$ cat src/rtl/rxbp_pkg.sv
package rxbp_pkg;
    typedef enum logic [2:0] {
        ST_IDLE,
        ST_DRST,
        ST_WAIT_DRST,
        ST_WAIT_MST,
        ST_WAIT_ALL,
        ST_FIN
    } seq_st_e;
endpackage

$ cat src/rtl/rxbp_sync.sv
module rxbp_sync #(
    parameter int W = 1
) (
    input  logic         clk,
    input  logic         rst,
    input  logic [W-1:0] d,
    output logic [W-1:0] q
);
    logic [W-1:0] meta_q, meta_d;
    logic [W-1:0] sync_q, sync_d;

    always_comb begin
        meta_d = d;
        sync_d = meta_q;
        if (rst) begin
            meta_d = '0;
            sync_d = '0;
        end
    end

    always_ff @(posedge clk) begin
        meta_q <= meta_d;
        sync_q <= sync_d;
    end

    assign q = sync_q;
endmodule

$ cat src/rtl/rxbp_wdog.sv
module rxbp_wdog #(
    parameter int LIMIT = 65536
) (
    input  logic clk,
    input  logic rst,
    input  logic clr,
    input  logic en,
    output logic expired
);
    localparam int CW = $clog2(LIMIT + 1);
    localparam logic [CW-1:0] LAST = CW'(LIMIT - 1);
    localparam logic [CW-1:0] TOP  = CW'(LIMIT);

    logic [CW-1:0] cnt_q, cnt_d;

    always_comb begin
        cnt_d = cnt_q;
        if (rst || clr) begin
            cnt_d = '0;
        end else if (en && cnt_q != TOP) begin
            cnt_d = cnt_q + 1'b1;
        end
    end

    always_ff @(posedge clk) begin
        cnt_q <= cnt_d;
    end

    assign expired = en && (cnt_q >= LAST);

    AST_WDOG_BOUND: assert property (@(posedge clk) disable iff (rst)
        cnt_q <= TOP);
endmodule

$ cat src/rtl/rx_bypass_seq.sv
module rx_bypass_seq #(
    parameter int LANES      = 1,
    parameter int MASTER_IDX = 0,
    parameter int PULSE_LEN  = 4,
    parameter int WDOG_LIMIT = 65536
) (
    input  logic             clk,
    input  logic             rst,
    input  logic             rst_done_in,
    input  logic             start_in,
    output logic             done_out,
    output logic             error_out,
    output logic [LANES-1:0] dly_rst_req_out,
    input  logic [LANES-1:0] dly_rst_done_in,
    input  logic [LANES-1:0] align_done_in
);
    import rxbp_pkg::*;

    localparam int PW = (PULSE_LEN > 1) ? $clog2(PULSE_LEN) : 1;
    localparam logic [PW-1:0] PLAST = PW'(PULSE_LEN - 1);

    typedef struct packed {
        seq_st_e       st;
        logic [PW-1:0] pcnt;
        logic          done;
        logic          err;
        logic          first;
        logic          trig_prev;
        logic          mst_prev;
    } seq_reg_t;

    seq_reg_t r_q, r_d;

    logic             trig_s;
    logic [LANES-1:0] drst_s;
    logic [LANES-1:0] align_s;
    logic             wd_exp;
    logic             wd_clr;
    logic             wd_en;
    logic             trig_rise;
    logic             mst_rise;
    logic             busy;
    logic             go;

    rxbp_sync #(.W(1)) u_sync_trig (
        .clk(clk), .rst(rst), .d(rst_done_in), .q(trig_s)
    );
    rxbp_sync #(.W(LANES)) u_sync_drst (
        .clk(clk), .rst(rst), .d(dly_rst_done_in), .q(drst_s)
    );
    rxbp_sync #(.W(LANES)) u_sync_align (
        .clk(clk), .rst(rst), .d(align_done_in), .q(align_s)
    );

    rxbp_wdog #(.LIMIT(WDOG_LIMIT)) u_wdog (
        .clk(clk), .rst(rst), .clr(wd_clr), .en(wd_en), .expired(wd_exp)
    );

    assign trig_rise = trig_s & ~r_q.trig_prev;
    assign mst_rise  = align_s[MASTER_IDX] & ~r_q.mst_prev;
    assign busy      = (r_q.st == ST_DRST) || (r_q.st == ST_WAIT_DRST) ||
                       (r_q.st == ST_WAIT_MST) || (r_q.st == ST_WAIT_ALL);
    assign go        = !busy && (trig_rise || (start_in && r_q.first));
    assign wd_en     = (r_q.st == ST_WAIT_DRST) || (r_q.st == ST_WAIT_MST) ||
                       (r_q.st == ST_WAIT_ALL);
    assign wd_clr    = (r_d.st != r_q.st);

    always_comb begin
        r_d           = r_q;
        r_d.trig_prev = trig_s;
        r_d.mst_prev  = align_s[MASTER_IDX];
        case (r_q.st)
            ST_IDLE, ST_FIN: begin
                if (go) begin
                    r_d.st   = ST_DRST;
                    r_d.pcnt = '0;
                    r_d.done = 1'b0;
                    r_d.err  = 1'b0;
                end else if (r_q.st == ST_FIN && r_q.done && !r_q.err && !(&align_s)) begin
                    r_d.err = 1'b1;
                end
            end
            ST_DRST: begin
                r_d.pcnt = r_q.pcnt + 1'b1;
                if (r_q.pcnt == PLAST) begin
                    r_d.st = ST_WAIT_DRST;
                end
            end
            ST_WAIT_DRST: begin
                if (&drst_s) begin
                    r_d.st = ST_WAIT_MST;
                end else if (wd_exp) begin
                    r_d.st    = ST_FIN;
                    r_d.done  = 1'b1;
                    r_d.err   = 1'b1;
                    r_d.first = 1'b1;
                end
            end
            ST_WAIT_MST: begin
                if (mst_rise) begin
                    r_d.st = ST_WAIT_ALL;
                end else if (wd_exp) begin
                    r_d.st    = ST_FIN;
                    r_d.done  = 1'b1;
                    r_d.err   = 1'b1;
                    r_d.first = 1'b1;
                end
            end
            ST_WAIT_ALL: begin
                if (&align_s) begin
                    r_d.st    = ST_FIN;
                    r_d.done  = 1'b1;
                    r_d.err   = 1'b0;
                    r_d.first = 1'b1;
                end else if (wd_exp) begin
                    r_d.st    = ST_FIN;
                    r_d.done  = 1'b1;
                    r_d.err   = 1'b1;
                    r_d.first = 1'b1;
                end
            end
            default: r_d.st = ST_IDLE;
        endcase
        if (rst) begin
            r_d = '{st: ST_IDLE, pcnt: '0, done: 1'b0, err: 1'b0,
                    first: 1'b0, trig_prev: 1'b0, mst_prev: 1'b0};
        end
    end

    always_ff @(posedge clk) begin
        r_q <= r_d;
    end

    assign done_out        = r_q.done;
    assign error_out       = r_q.err;
    assign dly_rst_req_out = {LANES{r_q.st == ST_DRST}};

    AST_REQ_QUIET_AFTER_RST: assert property (@(posedge clk) disable iff (rst)
        $past(rst) |-> (dly_rst_req_out == '0 && !done_out && !error_out));
    AST_ERR_IMPLIES_DONE: assert property (@(posedge clk) disable iff (rst)
        error_out |-> done_out);
    AST_GO_CLEARS_RESULT: assert property (@(posedge clk) disable iff (rst)
        go |=> (!done_out && !error_out));
    AST_NO_EARLY_START: assert property (@(posedge clk) disable iff (rst)
        (r_q.st == ST_IDLE && !r_q.first && !trig_rise) |=> r_q.st == ST_IDLE);
    AST_OK_NEEDS_ALL: assert property (@(posedge clk) disable iff (rst)
        ($rose(done_out) && !error_out) |-> $past(&align_s));
    AST_ERR_STICKY: assert property (@(posedge clk) disable iff (rst)
        (done_out && error_out && !go) |=> error_out);
endmodule

$ cat config.mk
export PLATFORM = sky130hd
export DESIGN_NAME = rx_bypass_seq
export DESIGN_NICKNAME = d
export VERILOG_FILES = /design/src/rtl/rxbp_pkg.sv /design/src/rtl/rxbp_sync.sv /design/src/rtl/rxbp_wdog.sv /design/src/rtl/rx_bypass_seq.sv
export SDC_FILE = /design/constraint.sdc
export NUM_CORES = 1
export LEC_CHECK = 0
export BUFFER_PORTS_ARGS = -buffer_cell sky130_fd_sc_hd__buf_2
export CAP_MARGIN = 40
export CORE_ASPECT_RATIO = 1.5
export CORE_MARGIN = 2
export CORE_UTILIZATION = 30
export CTS_CLUSTER_DIAMETER = 100
export DETAILED_ROUTE_END_ITERATION = 16
export PLACE_DENSITY = 0.49
export SETUP_SLACK_MARGIN = 0.02
export SYNTH_ARGS = -nofsm -noshare
export SYNTH_HDL_FRONTEND = slang
export SYNTH_SLANG_ARGS = --single-unit
$ cat constraint.sdc
create_clock -name clk -period 6.2 [get_ports clk]
set_clock_uncertainty 0.05 [all_clocks]
set_input_delay 0.31 -clock clk [delete_from_list [all_inputs] [get_ports clk]]
set_output_delay 0.31 -clock clk [all_outputs]
set_load 0.05 [all_outputs]
==> results_dict.tcl, run 1 <==
set metrics [dict create \
    finalCoreUtilization_pct 34.92 \
    rows 35 \
    cts_max_level 2 \
    syn_inst 212 \
    dp.cells 289 \
    die_x_um 69.03 \
    synth-seq-area-share_pct 34.71 \
    intPower_uw 356.2 \
    grt_setup_unrepaired "false" \
    final_hold_viol_count 0 \
    grt_overflow 0 \
    fin_ws_ns 3.452 \
    synth_area_leader_cell "dfxtp_1" \
    wl_per_cell_um 14.58 \
    grtUsageTotal_pct 12.87 \
    synth_area_um2 1903 \
    hold_ws_ns 0.1897 \
    insertion_delay_ns 0.29 \
    p_leak_uw 0.0007550 \
    async_flop_share_pct 0 \
    dp_hpwl_um 3212 \
    layout-drive-gt1-share_pct 17.49 \
    synth_seq_cells 33 \
    yosysWarnings 0 \
    cp.arrival_ns 2.87 \
    portBuffers 8 \
    fillers 653 \
    synth_commonest_cells "33 x dfxtp_1, 13 x nand2_1, 13 x nor2_1, 12 x nor2b_1, 11 x a21oi_1" \
    final_antenna_net_count 0 \
    antenna_cells 0 \
    max_clock_freq_mhz 364.0 \
    end_kind "register" \
    cts_resized 0 \
    grt_max_degree 17 \
    avgSynthCellArea_um2 8.977 \
    worstSetupStartpointType "register" \
    period_share_pct 44.32 \
    yosysTopAreaCellShare_pct 34.71 \
    p_seq_share_pct 47.6 \
    drc 0 \
    p_switching_uw 101.4 \
    hold_path_class "in2reg" \
    core_um2 6131 \
    synth_edf_count 0 \
    firstDrtPassIters 3 \
    antenna_found_initial 0 \
    cts_tree "yes" \
    path_clk_slew_ns 0.07 \
    fin_nets 232 \
    cts_made_buffers 5 \
    tightest_slew_ns 0.6638 \
    synth_ff_type "dfxtp_1" \
    outcome "finished, final reports clean" \
    routed_wl_um 4330 \
    synth_fp_nets 222 \
    cts_buffer_depth 2 \
    vias 1559 \
    yosysMostFrequentCell "dfxtp_1" \
    setup_tns_ns 0 \
    die_area_um2 7010 \
    cts_root_buf "clkbuf_8" \
    cts_hold_buf 0 \
    clock-sinks 33 \
    vias_per_cell 5.249 \
    ys_types 53 \
    period_minus_slack_ns 2.748 \
    critPathKind "reg2reg" \
    syn_to_final_growth_pct 12.49 \
    finalNonFillerCells 297 \
    grt_first_pass_wirelength_um 7155 \
    place_congestion 0.8019 \
    post_cts_buffers 0 \
    place_ws_ns 3.444 \
    start_util_pct 31.04 \
    ys_top_cells_by_area "dfxtp_1 35%, nor3_2 5.3%, nor2b_1 3.9%" \
    drv_slew 0 \
    first_global_vias 1515 \
    vdd_drop_max_v 0.0001430 \
    drtIter0Drc 54 \
    slew_headroom_pct 55.75 \
    combPwrFrac_pct 6.0 \
    clkPwrFrac_pct 46.4 \
    cp_max_fo 10 \
    chipHeight_um 101.5 \
    cp_data_required_time_ns 6.32 \
    ioPinCount 9 \
    drv_cap 0 \
    setup_violations 0 \
    swShare_pct 22.16 \
    power_density_nw_per_um2 213.7 \
]
cell usage in the layout, fill, tap and decap left out, drive strengths merged, types with 2 or more instances in the layout:
| cell type | Yosys | final |
|---|---|---|
| nand3 | 10 | 10 |
| nor4 | 4 | 4 |
| nand2 | 14 | 14 |
| o31ai | 5 | 5 |
| o21ai | 7 | 7 |
| dfxtp | 33 | 33 |
| inv | 9 | 9 |
| mux2i | 3 | 3 |
| nor4b | 2 | 2 |
| or4 | 3 | 3 |
| nor3 | 14 | 14 |
| or3 | 5 | 5 |
| o2bb2ai | 2 | 2 |
| a21boi | 2 | 2 |
| a31oi | 4 | 4 |
| xor2 | 6 | 6 |
| and3 | 2 | 2 |
| a211oi | 9 | 9 |
| nor2 | 13 | 13 |
| clkbuf | 3 | 7 |
| and2 | 2 | 2 |
| nor2b | 12 | 12 |
| buf | 4 | 10 |
| a21oi | 11 | 11 |
| o21a | 3 | 3 |
| nand2b | 4 | 4 |
| ha | 4 | 4 |
| xnor2 | 3 | 3 |
| nand4 | 4 | 4 |
power groups by stage:
stage               sequential, uW  clock (uW)  combinational, uW
floorplan                      221           0               21.2
global placement               223           0               25.2
detailed placement             223           0               27.8
CTS                            218         219               28.0
global route                   218         229               30.4
finish                         218         212               27.4
registers in the layout, summed over array words and instances, names as in the netlist:
| name | flops |
|---|---|
| u_sync_trig.q | 1 |
| r_q | 8 |
| u_sync_trig.meta_q | 1 |
| u_sync_drst.q | 1 |
| u_sync_drst.meta_q | 1 |
| error_out | 1 |
| u_sync_align.meta_q | 1 |
| u_sync_align.q | 1 |
| u_wdog.cnt_q | 17 |
| done_out | 1 |
layout make-up:
cell class | instances | area (um2) | area share [%]
Multi-Input combinational cell | 163 | 1171 | 54.70
Sequential cell | 33 | 660.6 | 30.86
Tap cell | 74 | 92.59 | 4.325
Clock buffer | 7 | 86.33 | 4.033
Timing Repair Buffer | 10 | 66.31 | 3.098
Inverter | 9 | 33.78 | 1.578
Clock inverter | 1 | 30.03 | 1.403
worst max-delay path: stages (launching register included):
cell and delay, ns:
dfxtp_1 0.44, nand4_2 0.20, nor4_1 0.37, and2_1 0.18
ha_1 0.15, nor2_1 0.07, a21oi_1 0.15, a31oi_2 0.09
a311oi_4 0.61, buf_6 0.25, a211oi_1 0.07
stage by stage:
stage	instance area, um2	power (uW)
floorplan	1903	242.2
global placement	1998	247.8
detailed placement	2024	250.4
CTS	2141	464.1
global route	2141	477.0
finish	2141	457.6
kinds of logic after synthesis:
family / synth area share [%]
AOI/OAI and AO/OA: 19.72
xor gates and xnor gates: 4.142
adders and majority gates: 2.630
buffers and inverters: 3.747
DFF: 34.71
muxes: 2.170
and+or+nand+nor: 32.87
layer usage:
metal / part of all wire (%) / track usage [%] / up-vias
met3: 1.3 / 2.488 / 6
met1: 44 / 13.68 / 740
met5: 0 / 0 / -
met4: 2.0 / 7.391 / 0
li1: - / - / 805
met2: 53 / 23.67 / 8
final timing paths:
| check | cells after the start | to | from | slack, ns |
|---|---|---|---|---|
| max | 10 | u_wdog.cnt_q[8] | u_wdog.cnt_q[9] | 3.45 |
| min | 2 | u_sync_trig.meta_q | rst_done_in | 0.19 |
| max reg2reg | 10 | u_wdog.cnt_q[8] | u_wdog.cnt_q[9] | 3.45 |
| min reg2reg | 1 | u_sync_align.q | u_sync_align.meta_q | 0.39 |
Power figures use the tool's default switching activity.
==> inputs of run 2 (changes only) <==
ABC_AREA = 1   (was not set)
clock period = 2.6 ns   (was 6.2 ns; I/O delays follow)
==> results_dict.tcl, run 2 <==
set metrics [dict create \
    fillers 651 \
    grt_setup_unrepaired "false" \
    power.total_uw 1108 \
    cp_data_required_time_ns 2.77 \
    vdd_drop_max_v 0.0002220 \
    synth_area_leader_cell "dfxtp_1" \
    p_leak_uw 0.0009177 \
    syn_to_final_growth_pct 17.01 \
    final_hold_viol_count 0 \
    fin_ws_ns 0.2774 \
    period_share_pct 89.33 \
    hp-start "rst" \
    cts_max_level 2 \
    layout-drive-gt1-share_pct 17.45 \
    p_switching_uw 253.9 \
    vias_per_cell 4.503 \
    avgSynthCellArea_um2 6.933 \
    insertion_delay_ns 0.28 \
    synthSimpleGateAreaFrac_pct 37.45 \
    cts_root_buf "clkbuf_8" \
    synth_top_family_by_area "simple AND/OR/NAND/NOR gates" \
    synth_fp_nets 289 \
    slowest_delay_ns 0.34 \
    start_util_pct 31.33 \
    tightest_slew_ns 0.4253 \
    place_ws_ns 0.1463 \
    clkPwrFrac_pct 44.9 \
    portBuffers 8 \
    worstSetupStartpointType "register" \
    setup_violations 0 \
    grt_overflow 0 \
    final_antenna_net_count 0 \
    ys_top_cells_by_area "dfxtp_1 34%, nand2_1 10%, inv_1 9.3%" \
    chipHeight_um 102.3 \
    first_global_vias 1693 \
    syn_inst 279 \
    max_flop_register "u_wdog.cnt_q" \
    synth_seq_cells 33 \
    ioPinCount 9 \
    cts_buffer_depth 2 \
    end_kind "register" \
    layout_common_cells "53 x nand2_1, 48 x inv_1, 41 x nor2_1, 31 x dfxtp_1, 16 x nand3_1" \
    vias 1675 \
    slew_headroom_pct 71.38 \
    worstPathCellList "ha_2 -> inv_1 -> nor3_2 -> nand3_1 -> nor2_1 -> ha_1 -> or2_2 -> o21bai_4 -> nand2_2 -> nand2_1 -> nand2_1 -> nand2_1 -> nand2_1 -> nand2_1 -> nand2_4 -> nand2_8 -> nor2_4" \
    ys_types 26 \
    synth-seq-area-share_pct 34.15 \
    die_area_um2 7120 \
    synth_ff_type "dfxtp_1" \
    critPathKind "reg2reg" \
    synth_edf_count 0 \
    yosysMostFrequentCell "nand2_1" \
    critPathTopFamily "simple AND/OR/NAND/NOR gates" \
    stdcell_area_um2 2263 \
    crit_buf_inv 1 \
    cp-startpoint "u_wdog.cnt_q[0]" \
    power_density_nw_per_um2 489.7 \
    synth_compound_area_share_pct 7.956 \
    final_common_cell "nand2_1" \
    antenna_cells 0 \
    p_seq_share_pct 46.9 \
    largest_reg_flops 17 \
    cts_made_buffers 5 \
    rows 35 \
    grtUsageTotal_pct 12.89 \
    slowest_stage "dfxtp_2" \
    placed_cell_area_um2 2051 \
    swShare_pct 22.91 \
    synthAdderAreaFrac_pct 2.587 \
    core_um2 6175 \
    antenna_found_initial 0 \
    dp_hpwl_um 2979 \
    drv_slew 0 \
    top_regs "u_wdog.cnt_q (17), r_q (8)" \
    max_clock_freq_mhz 430.6 \
    yosysWarnings 0 \
    grt_max_degree 18 \
    synth_commonest_cells "54 x nand2_1, 48 x inv_1, 41 x nor2_1, 33 x dfxtp_1, 16 x nand3_1" \
    synth_area_um2 1934 \
    outcome "finished, final reports clean" \
    hold_ws_ns 0.1367 \
    setup_tns_ns 0 \
    yosys.area_share.xor_xnor_pct 6.339 \
    cts_tree "yes" \
    fin_nets 307 \
    synth_mux_area_share_pct 0 \
    die_x_um 69.57 \
    cp_max_fo 8 \
    grt_first_pass_wirelength_um 7286 \
    r2r_start "u_wdog.cnt_q[0]" \
    async_flop_share_pct 0 \
    yosysTopAreaCellShare_pct 34.15 \
    firstDrtPassIters 5 \
    path_clk_slew_ns 0.07 \
    clock-sinks 33 \
    drv_cap 0 \
    hold_path_class "in2reg" \
    routed_wl_um 4077 \
    combPwrFrac_pct 8.2 \
    cp.arrival_ns 2.49 \
    wl_per_cell_um 10.96 \
    place_congestion 0.8604 \
    intPower_uw 854.5 \
    period_minus_slack_ns 2.323 \
    crit_top_cell "nand2_1" \
    drtIter0Drc 71 \
    drc 0 \
]
## run 2: repair_timing
action                                  in CTS  in global routing
endpoints found under the hold margin        3                  0
resized for setup                            0                  8
endpoints found under the setup margin       0                 17
buffers inserted                             0                  1
hold buffers                                 3                  0
## run 2: cells by family after synthesis
family,after synthesis
simple gates,148
buf+inv,55
flops,33
compound gates,25
xor+xnor,14
fa+ha+maj,4
## run 2: metrics by stage
step	util, %	cells
detailed placement	33.21	359
floorplan	-	279
CTS	35.58	370
global route	36.66	372
finish	36.66	372
global placement	33.21	359
## run 2: layout make-up
type / instances / area (um2) / share of cell area (%)
multi-input cells: 192 / 1095 / 48.37
flip-flops and latches: 33 / 663.1 / 29.30
inverters: 51 / 191.4 / 8.458
repair buffers: 14 / 105.1 / 4.643
well taps: 74 / 92.59 / 4.091
clock buffers: 7 / 86.33 / 3.814
clock inverters: 1 / 30.03 / 1.327
## run 2: routing by layer
layer / up-vias / global-route usage (%) / routed length [um]
met5: - / 0 / 0
met4: 0 / 7.240 / 145
met3: 14 / 2.959 / 121
met2: 29 / 24.11 / 2104
met1: 743 / 13.18 / 1706
li1: 889 / - / -
## run 2: worst paths after layout
path | slack [ns] | depth (start not counted) | end
setup / recovery | 0.28 | 17 | u_wdog.cnt_q[1]
hold / removal | 0.14 | 2 | u_sync_drst.meta_q
setup reg to reg | 0.28 | 17 | u_wdog.cnt_q[1]
hold reg to reg | 0.35 | 2 | u_sync_align.q
## run 2: power groups by stage
stage	combinational (uW)	clock, uW	sequential, uW
3_3_place_gp	71.7	0	531
4_1_cts	74.8	521	520
6_report	90.6	498	520
2_1_floorplan	56.5	0	535
3_5_place_dp	71.3	0	531
5_1_grt	99.5	540	520
